[config.mk]
export PLATFORM = sky130hd
export DESIGN_NAME = tmr_host_if
export DESIGN_NICKNAME = d
export VERILOG_FILES = /design/src/rtl/tmr_if_pkg.sv /design/src/rtl/tmr_ctl_decode.sv /design/src/rtl/tmr_chan_port.sv /design/src/rtl/tmr_host_if.sv
export SDC_FILE = /design/constraint.sdc
export NUM_CORES = 1
export LEC_CHECK = 0
export BUFFER_PORTS_ARGS = -buffer_cell sky130_fd_sc_hd__buf_2
export CORE_UTILIZATION = 45
export CTS_BUF_LIST = sky130_fd_sc_hd__clkbuf_8
export DETAILED_ROUTE_END_ITERATION = 10
export PLACE_DENSITY = 0.77
export RECOVER_POWER = 50
export SLEW_MARGIN = 25
export SYNTH_ARGS = -nofsm -noshare
export SYNTH_HDL_FRONTEND = slang
export SYNTH_SLANG_ARGS = --single-unit
[constraint.sdc]
create_clock -name clk -period 3.4 [get_ports clk]
set_input_delay 0.17 -clock clk [delete_from_list [all_inputs] [get_ports clk]]
set_output_delay 0.17 -clock clk [all_outputs]
set_load 0.01 [all_outputs]
[src/rtl/tmr_if_pkg.sv]
package tmr_if_pkg;

  // Access format field of the control word
  typedef enum logic [1:0] {
    ACC_LATCH = 2'b00,
    ACC_LO    = 2'b01,
    ACC_HI    = 2'b10,
    ACC_WORD  = 2'b11
  } acc_e;

  // Control word layout, bit 7 down to bit 0
  typedef struct packed {
    logic [1:0] sel;
    acc_e       acc;
    logic [2:0] mode;
    logic       bcd;
  } ctl_word_t;

endpackage

[src/rtl/tmr_ctl_decode.sv]
module tmr_ctl_decode
  import tmr_if_pkg::*;
#(
  parameter int NCH = 3,
  parameter int DW  = 8
) (
  input  logic          ctl_wr,
  input  logic [DW-1:0] wdata,
  output logic [NCH-1:0] cfg_we,
  output logic [NCH-1:0] latch_we,
  output acc_e          f_acc,
  output logic [2:0]    f_mode,
  output logic          f_bcd
);
  ctl_word_t cw;

  assign cw     = ctl_word_t'(wdata[7:0]);
  assign f_acc  = cw.acc;
  assign f_mode = cw.mode;
  assign f_bcd  = cw.bcd;

  // Select value 11 matches no channel, so such a word does nothing
  for (genvar g = 0; g < NCH; g++) begin : g_sel
    logic hit;
    assign hit         = ctl_wr && (cw.sel == 2'(g));
    assign cfg_we[g]   = hit && (cw.acc != ACC_LATCH);
    assign latch_we[g] = hit && (cw.acc == ACC_LATCH);
  end

endmodule

[src/rtl/tmr_chan_port.sv]
module tmr_chan_port
  import tmr_if_pkg::*;
#(
  parameter int DW = 8,
  localparam int CW = 2 * DW
) (
  input  logic          clk,
  input  logic          rst,
  input  logic          cfg_we,
  input  logic          latch_we,
  input  acc_e          f_acc,
  input  logic [2:0]    f_mode,
  input  logic          f_bcd,
  input  logic          dat_we,
  input  logic          dat_re,
  input  logic [DW-1:0] wdata,
  input  logic [CW-1:0] cnt_val,
  output logic [DW-1:0] rd_byte,
  output logic          load_stb,
  output logic [CW-1:0] load_val,
  output logic          cfg_stb,
  output logic [2:0]    mode,
  output logic          bcd
);
  acc_e          acc;
  logic          wptr;
  logic          rptr;
  logic          held;
  logic [DW-1:0] lo_byte;
  logic [CW-1:0] snap;
  logic [CW-1:0] src;

  // Byte that a read in this cycle returns
  assign src = held ? snap : cnt_val;

  always_comb begin
    unique case (acc)
      ACC_HI:   rd_byte = src[CW-1:DW];
      ACC_WORD: rd_byte = rptr ? src[CW-1:DW] : src[DW-1:0];
      default:  rd_byte = src[DW-1:0];
    endcase
  end

  always_ff @(posedge clk) begin
    if (rst) begin
      acc      <= ACC_LO;
      mode     <= '0;
      bcd      <= 1'b0;
      wptr     <= 1'b0;
      rptr     <= 1'b0;
      held     <= 1'b0;
      lo_byte  <= '0;
      snap     <= '0;
      load_stb <= 1'b0;
      load_val <= '0;
      cfg_stb  <= 1'b0;
    end else begin
      load_stb <= 1'b0;
      cfg_stb  <= 1'b0;

      if (cfg_we) begin
        acc     <= f_acc;
        mode    <= f_mode;
        bcd     <= f_bcd;
        wptr    <= 1'b0;
        rptr    <= 1'b0;
        held    <= 1'b0;
        cfg_stb <= 1'b1;
      end else if (latch_we && !held) begin
        snap <= cnt_val;
        held <= 1'b1;
        rptr <= 1'b0;
      end

      if (dat_we) begin
        unique case (acc)
          ACC_HI: begin
            load_val <= {wdata, {DW{1'b0}}};
            load_stb <= 1'b1;
          end
          ACC_WORD: begin
            if (!wptr) begin
              lo_byte <= wdata;
              wptr    <= 1'b1;
            end else begin
              load_val <= {wdata, lo_byte};
              load_stb <= 1'b1;
              wptr     <= 1'b0;
            end
          end
          default: begin
            load_val <= {{DW{1'b0}}, wdata};
            load_stb <= 1'b1;
          end
        endcase
      end

      if (dat_re) begin
        if (acc == ACC_WORD) begin
          rptr <= !rptr;
          if (rptr) held <= 1'b0;
        end else begin
          held <= 1'b0;
        end
      end
    end
  end

  // a single-byte load fills the other byte with zero
  p_lo_load_zero_r5: assert property (@(posedge clk) disable iff (rst)
    (dat_we && acc == ACC_LO) |=> (load_stb && load_val[CW-1:DW] == '0));

  // the first byte of a 16-bit load gives no strobe
  p_word_first_quiet_r6: assert property (@(posedge clk) disable iff (rst)
    (dat_we && acc == ACC_WORD && !wptr) |=> !load_stb);

  // the snapshot stays held while nothing reads it out or sets up the channel
  p_held_until_read_r9: assert property (@(posedge clk) disable iff (rst)
    (held && !dat_re && !cfg_we) |=> held);

  // a latch command while a snapshot is held leaves it alone
  p_relatch_ignored_r10: assert property (@(posedge clk) disable iff (rst)
    (latch_we && held) |=> $stable(snap));

  // a latch command leaves the setup alone
  p_latch_keeps_cfg_r11: assert property (@(posedge clk) disable iff (rst)
    latch_we |=> ($stable(acc) && $stable(mode) && $stable(bcd) && !cfg_stb));

endmodule

[src/rtl/tmr_host_if.sv]
module tmr_host_if
  import tmr_if_pkg::*;
#(
  parameter int NCH = 3,
  parameter int DW  = 8,
  parameter int AW  = $clog2(NCH + 1),
  localparam int CW = 2 * DW
) (
  input  logic             clk,
  input  logic             rst,
  input  logic [AW-1:0]    addr,
  input  logic             wr_en,
  input  logic             rd_en,
  input  logic [DW-1:0]    wdata,
  output logic [DW-1:0]    rdata,
  input  logic [NCH*CW-1:0] cnt_in,
  output logic [NCH-1:0]   load_stb,
  output logic [NCH*CW-1:0] load_val,
  output logic [NCH-1:0]   cfg_stb,
  output logic [NCH*3-1:0] mode_out,
  output logic [NCH-1:0]   bcd_out
);
  localparam logic [AW-1:0] CTL_ADDR = AW'(NCH);

  logic           ctl_wr;
  logic           rd_ok;
  logic [NCH-1:0] cfg_we;
  logic [NCH-1:0] latch_we;
  acc_e           f_acc;
  logic [2:0]     f_mode;
  logic           f_bcd;
  logic [DW-1:0]  rd_byte [NCH];
  logic [DW-1:0]  rd_sel;

  assign ctl_wr = wr_en && (addr == CTL_ADDR);
  assign rd_ok  = rd_en && !wr_en;

  tmr_ctl_decode #(.NCH(NCH), .DW(DW)) u_dec (
    .ctl_wr   (ctl_wr),
    .wdata    (wdata),
    .cfg_we   (cfg_we),
    .latch_we (latch_we),
    .f_acc    (f_acc),
    .f_mode   (f_mode),
    .f_bcd    (f_bcd)
  );

  for (genvar g = 0; g < NCH; g++) begin : g_ch
    logic hit;
    assign hit = (addr == AW'(g));

    tmr_chan_port #(.DW(DW)) u_ch (
      .clk      (clk),
      .rst      (rst),
      .cfg_we   (cfg_we[g]),
      .latch_we (latch_we[g]),
      .f_acc    (f_acc),
      .f_mode   (f_mode),
      .f_bcd    (f_bcd),
      .dat_we   (wr_en && hit),
      .dat_re   (rd_ok && hit),
      .wdata    (wdata),
      .cnt_val  (cnt_in[g*CW +: CW]),
      .rd_byte  (rd_byte[g]),
      .load_stb (load_stb[g]),
      .load_val (load_val[g*CW +: CW]),
      .cfg_stb  (cfg_stb[g]),
      .mode     (mode_out[g*3 +: 3]),
      .bcd      (bcd_out[g])
    );
  end

  // The control port reads as zero because no channel matches its address
  always_comb begin
    rd_sel = '0;
    for (int i = 0; i < NCH; i++) begin
      if (addr == AW'(i)) rd_sel = rd_byte[i];
    end
  end

  always_ff @(posedge clk) begin
    if (rst) begin
      rdata <= '0;
    end else if (rd_ok) begin
      rdata <= rd_sel;
    end
  end

  // the control port reads back as zero
  p_ctl_reads_zero_r2: assert property (@(posedge clk) disable iff (rst)
    (rd_en && !wr_en && addr == CTL_ADDR) |=> (rdata == '0));

  // channel select 11 is dropped
  p_bad_sel_ignored_r4: assert property (@(posedge clk) disable iff (rst)
    (ctl_wr && wdata[7:6] == 2'b11) |=> (cfg_stb == '0 && load_stb == '0));

  // a read that collides with a write is dropped
  p_clash_read_dropped_r12: assert property (@(posedge clk) disable iff (rst)
    (wr_en && rd_en) |=> $stable(rdata));

endmodule

==> metrics, run 1 <==
Yosys cell types=46; Mean Syn Cell Area=9.16 sq um; I/O Pins=136; RSZ-0062 raised after global routing=no; final hold viol count=0; Cell Area, Synth=0.00701 sq mm; Critical Path AT=2940 ps; first-pass GRT wire length=29.2 mm; Top FF cell, synth=dfxtp_1; Vias=6180; Syn. warnings=0; core area=0.0152 sq mm; largest net degree at the start of global routing=88; total negative slack=0 ps; Peak VDD IR=0.408 mV; Post-synth EDFFs=0; antenna violations before repair=0; Post-route DRC=0; Worst setup SP type=flop; post-synthesis async set-or-reset flop share=0%; FP Rows=45; pre-CTS setup slack=1070 ps; Placed Cells incl. Taps=1028; reg2reg end=g_ch[0].u_ch.lo_byte[1]; register area share after synthesis=46.0%; vias in the first global route=5788; Chip Width=127 um; Hold Path Origin=wdata[1]; slowest CP cell=clkbuf_1; Crit Path Category=flop to flop; Tot Pwr=3800 uW; GPL Wtd Cong=0.842; Clock Skew=8.81 ps; H-Tree Depth=4; CTS tree=yes; Leak=0.00293 uW; initial DRC count=365; worst-margin pin slew=1790 ps; Slew HR=-20.8%; CTS Sinks=161; Post-Syn Instances=765; clock tree buffer depth=2; Top delay family on crit path=simple AND/OR/NAND/NOR gates; maxcap violations=1; diodes inserted=0; fin crit share=76.7%; PD cells=449 mW/mm^2; failing checks=max-capacitance violations, max-slew violations; HPWL after DPL=11.8 mm; CP dominant cell by count=nor2_1; Die H=127 um; status=finished, violations left; crit path buf inv count=1; HP Class=input port to flop; ANT nets after route=0; TritonCTS Buffers=17; Reg2Reg Depth=5; Pre-antenna DRT Iters=5; clock slew at reported path FFs=90 ps; crit-path max cell delay=850 ps; fin crit period=2610 ps; Fmax=384 MHz; nets=969; crit path cell chain=clkbuf_1 > nand4_1 > nor2_1 > mux2i_1 > nor2_1; Finish-stage setup viols=0; final cell count without fillers=1108; CP Max Fanout=28; Synthesized Nets=827; Setup WS post-layout=793 ps; DR WL/cell=16.7 um; Worst Hold End=g_ch[2].u_ch.load_val[9]; CP Capture Type=flop; Vias/cell=5.58; initial core utilization=46.1%; reg2reg setup slack=790 ps; Root Buffer=clkbuf_8; PortBufs=135; synth-to-layout area growth=20.7%; DP Area=0.00769 sq mm; drt total wl=18.5 mm; die area=0.0161 sq mm; Final Max Slew Viols=9; Hold Path Depth=3; Tot GR Track Use=23.3%; clk_lat worst skew=460 ps; origin of the critical flop-to-flop path=g_ch[0].u_ch.acc[1]; WP data required=3730 ps; FF+latch count, synth=161; design area=0.00846 sq mm; Overflow after GRT=0; proportion of layout cells with a drive suffix above 1=13.5%
-- cell usage in the layout (no fill, tap or decap), types with 13 or more instances in the layout --
master           n
mux2i_1         48
nor3_1          27
nand3_1         65
dlygate4sd3_1   48
dfxtp_1        161
nor2b_1         26
nor2_1          92
a311oi_1        24
mux4_2          15
clkbuf_1        78
a21oi_1         78
buf_4           13
clkbuf_8        18
buf_2           59
nand2_1         81
-- repair_timing --
item                       in CTS  in global routing
hold buffers                   48                  0
resized for setup               0                  0
hold endpoints to repair       48                  0
setup endpoints to repair       0                  0
buffers inserted                0                  0
-- layer usage --
| metal | part of all wire (%) | track usage, % |
|---|---|---|
| met1 | 44 | 29.1 |
| met2 | 48 | 39.3 |
| met5 | 0 | 0 |
| met4 | 2.2 | 9.03 |
| met3 | 6.4 | 4.98 |
-- logic make-up after synthesis --
logic type / after synthesis / synth area share, %
DFF: 161 / 46.0
and+or+nand+nor: 315 / 21.3
buffers and inverters: 81 / 5.27
muxes: 72 / 15.0
AOI/OAI and AO/OA: 136 / 12.4
-- how the worst max path moves through the flow --
| stage | start | end | depth (start not counted) |
|---|---|---|---|
| after CTS | g_ch[2].u_ch.acc[0] | rdata[0] | 5 |
| after global routing | g_ch[0].u_ch.acc[1] | g_ch[0].u_ch.lo_byte[4] | 5 |
| after detailed placement | g_ch[2].u_ch.acc[0] | rdata[0] | 5 |
| after global placement | g_ch[2].u_ch.acc[0] | rdata[0] | 5 |
| final | g_ch[0].u_ch.acc[1] | g_ch[0].u_ch.lo_byte[1] | 5 |
| after floorplan | g_ch[2].u_ch.acc[0] | rdata[0] | 5 |
-- Yosys cell counts, drive strengths merged (2+ instances only) --
| library cell | count | share of area, % |
|---|---|---|
| o21ai | 7 | 0.55 |
| a21boi | 2 | 0.21 |
| o221ai | 4 | 0.50 |
| clkbuf | 48 | 2.6 |
| nor4 | 2 | 0.39 |
| mux2i | 48 | 6.9 |
| nor3b | 3 | 0.39 |
| nand4 | 6 | 0.54 |
| a22oi | 2 | 0.21 |
| nand3 | 65 | 4.6 |
| nand2b | 3 | 0.27 |
| nor3 | 27 | 1.9 |
| or3 | 2 | 0.25 |
| mux4 | 24 | 8.2 |
| a221oi | 2 | 0.25 |
| nand2 | 81 | 4.3 |
| nor2b | 26 | 2.3 |
| a21oi | 78 | 5.6 |
| o211ai | 4 | 0.43 |
| o211a | 4 | 0.57 |
| o21bai | 4 | 0.43 |
| o31ai | 2 | 0.21 |
| inv | 6 | 0.32 |
| buf | 27 | 2.4 |
| a311oi | 24 | 3.0 |
| nor2 | 94 | 5.4 |
| dfxtp | 161 | 46 |
-- metrics by stage --
stage | utilization (%) | hold WS [ps]
2_1_floorplan | - | 317
3_3_place_gp | 50.6 | 418
3_5_place_dp | 50.6 | 428
4_1_cts | 56.7 | 95.4
5_1_grt | 55.6 | 125
6_report | 55.6 | 123
-- flip-flops by register name (all words and copies together) (netlist names), 6 cells and up --
register,cells
g_ch.u_ch.load_val,48
g_ch.u_ch.snap,48
g_ch.u_ch.lo_byte,24
g_ch.u_ch.mode,9
rdata,8
g_ch.u_ch.acc,6
-- area by class of cell --
| cell class | instances | area [sq um] |
|---|---|---|
| clock buffers | 18 | 248 |
| clock inverters | 14 | 190 |
| fillers | 1413 | 6740 |
| inverters | 6 | 22.5 |
| multi-input cells | 523 | 3370 |
| flip-flops and latches | 161 | 3220 |
| well taps | 188 | 235 |
| repair buffers | 198 | 1170 |
-- worst min-delay path: stages --
cell,delay [ps]
buf_2,200
nand3_1,100
a21oi_1,60
-- where the power goes --
part	total (uW)	switching, uW	internal (uW)
registers	1930	20.8	1910
clock network	1530	716	816
logic	331	192	138
No activity file was read; power rests on OpenSTA's default activity.
==> run 2, diff against run 1 <==
- clock period: 3.4 -> 2.4 ns (I/O delays scaled with it)
==> run 2 against run 1 <==
Compared with the run above:
- via count rose by 0.13%
- highest routed layer unchanged
- sequential power rose by 42%
- combinational power is 44% higher
- clock skew fell by 0.68 ps
- worst hold slack lost 99 ps
- setup slack lost 470 ps
- power is 40% higher
- the flow still finishes with violations (max-capacitance violations, max-slew violations)
- sequential share of layout area fell by 0.23 points
==> metrics, run 2 (synthesis gave the netlist of run 1 again) <==
status=finished, violations left; failing checks=max-capacitance violations, max-slew violations; proportion of layout cells with a drive suffix above 1=14.4%; TritonCTS Buffers=17; vias in the first global route=5798; Hold Path Origin=wdata[5]; Worst setup SP type=input port; slowest CP cell=nor4b_1; core area=0.0152 sq mm; CTS tree=yes; PD cells=626 mW/mm^2; antenna violations before repair=0; H-Tree Depth=4; Final Max Slew Viols=9; worst-margin pin slew=1630 ps; Crit Path Category=input port to flop; Die H=127 um; Placed Cells incl. Taps=1034; clk_lat worst skew=460 ps; pre-CTS setup slack=322 ps; Vias=6188; die area=0.0161 sq mm; multi-input logic area=0.00338 sq mm; clock tree buffer depth=2; Clock Skew=8.13 ps; diodes inserted=0; total negative slack=0 ps; FP Rows=45; Reg2Reg Depth=4; HPWL after DPL=12.1 mm; I/O Pins=136; Hold Path Depth=3; CTS Sinks=161; Top Registers=g_ch.u_ch.load_val: 48 flops, g_ch.u_ch.snap: 48 flops, g_ch.u_ch.lo_byte: 24 flops; Post-route DRC=0; CP dominant cell by count=nor2_1; Root Buffer=clkbuf_8; crit-path max cell delay=1350 ps; crit path cell chain=buf_2 > nand3_1 > nor4b_1 > and3b_1 > nor2_1 > nor2_1; initial core utilization=46.1%; GPL Wtd Cong=0.818; drt total wl=18.9 mm; Register Area=0.00322 sq mm; WHS=24.3 ps; Leak=0.00297 uW; Tot Pwr=5330 uW; initial DRC count=465; Worst Hold End=g_ch[0].u_ch.acc[1]; most frequent cells in the layout=161 x dfxtp_1, 91 x nor2_1, 81 x nand2_1; CP Max Fanout=12; clock slew at reported path FFs=90 ps; final-layout fill cell count=1417; origin of the critical flop-to-flop path=g_ch[1].u_ch.acc[0]; HP Class=input port to flop; synth-to-layout area growth=21.4%; fin crit period=2080 ps; ANT nets after route=0; WP data required=2730 ps; Fmax=482 MHz; Peak VDD IR=0.330 mV; Setup WS post-layout=325 ps; Finish-stage setup viols=0; first-pass GRT wire length=29.9 mm; final cell count without fillers=1114; most common cell after layout, fill and taps aside=dfxtp_1; Tot GR Track Use=23.6%; reg2reg end=g_ch[1].u_ch.lo_byte[1]; reg2reg setup slack=370 ps; Critical Path AT=2400 ps; fin crit share=86.5%; CP Capture Type=flop; nets=975; PortBufs=135; Vias/cell=5.55; final hold viol count=0; RSZ-0062 raised after global routing=no; maxcap violations=1; # resized after CTS=0; Overflow after GRT=0; largest net degree at the start of global routing=151; Chip Width=127 um; Pre-antenna DRT Iters=5; DR WL/cell=16.9 um; Slew HR=-10.2%
[run 2: cell types whose count changed in the layout (fill, tap and decap cells not counted), moves of 2 or more]
cell        delta
buf_4          +5
clkbuf_1       -2
clkinvlp_4     -3
inv_6          +2
[run 2: how the worst max path moves through the flow]
stage | start | to | slack (ps) | cells after the start
floorplan | g_ch[2].u_ch.acc[0] | rdata[0] | 560 | 5
global placement | wr_en | g_ch[2].u_ch.rptr | 440 | 6
detailed placement | wr_en | g_ch[2].u_ch.rptr | 320 | 6
CTS | g_ch[0].u_ch.acc[0] | rdata[3] | 430 | 5
global route | g_ch[1].u_ch.acc[0] | g_ch[1].u_ch.lo_byte[4] | 220 | 4
finish | wr_en | g_ch[0].u_ch.wptr | 320 | 6
[run 2: power by group]
| part | switching [uW] | leakage [uW] | total, uW | internal [uW] |
|---|---|---|---|---|
| clock network | 1020 | 0.000218 | 2110 | 1090 |
| logic | 275 | 0.00145 | 478 | 203 |
| registers | 29.6 | 0.00130 | 2740 | 2710 |
| total | 1330 | 0.00297 | 5330 | 4000 |
[run 2: per-layer routing]
layer	share of wire [%]	up-vias	track usage, %
li1	-	3002	-
met1	44	2933	31.7
met2	47	220	37.3
met3	6.1	33	4.51
met4	2.3	0	9.94
met5	0	-	0
[run 2: metrics by stage]
stage / area (sq um) / utilization (%)
after floorplan: 7010 / -
after global placement: 7750 / 51.0
after detailed placement: 7750 / 51.0
after CTS: 8650 / 56.9
after global routing: 8510 / 56.0
final: 8510 / 56.0
[run 2: layout make-up]
type / instances / share of cell area [%]
Clock buffer: 19 / 3.07
Tap cell: 188 / 2.76
Timing Repair Buffer: 204 / 14.4
Multi-Input combinational cell: 523 / 39.7
Inverter: 6 / 0.265
Clock inverter: 13 / 1.88
Sequential cell: 161 / 37.9
[run 2: critical path, delay by kind of cell]
kind | cells | cell delay [ps]
simple gates | 5 | 2030
buf+inv | 1 | 250
[run 2: repair_timing]
| item | in CTS | in global routing |
|---|---|---|
| setup buffers | 0 | 0 |
| hold buffers | 48 | 0 |
| endpoints found under the hold margin | 48 | 0 |
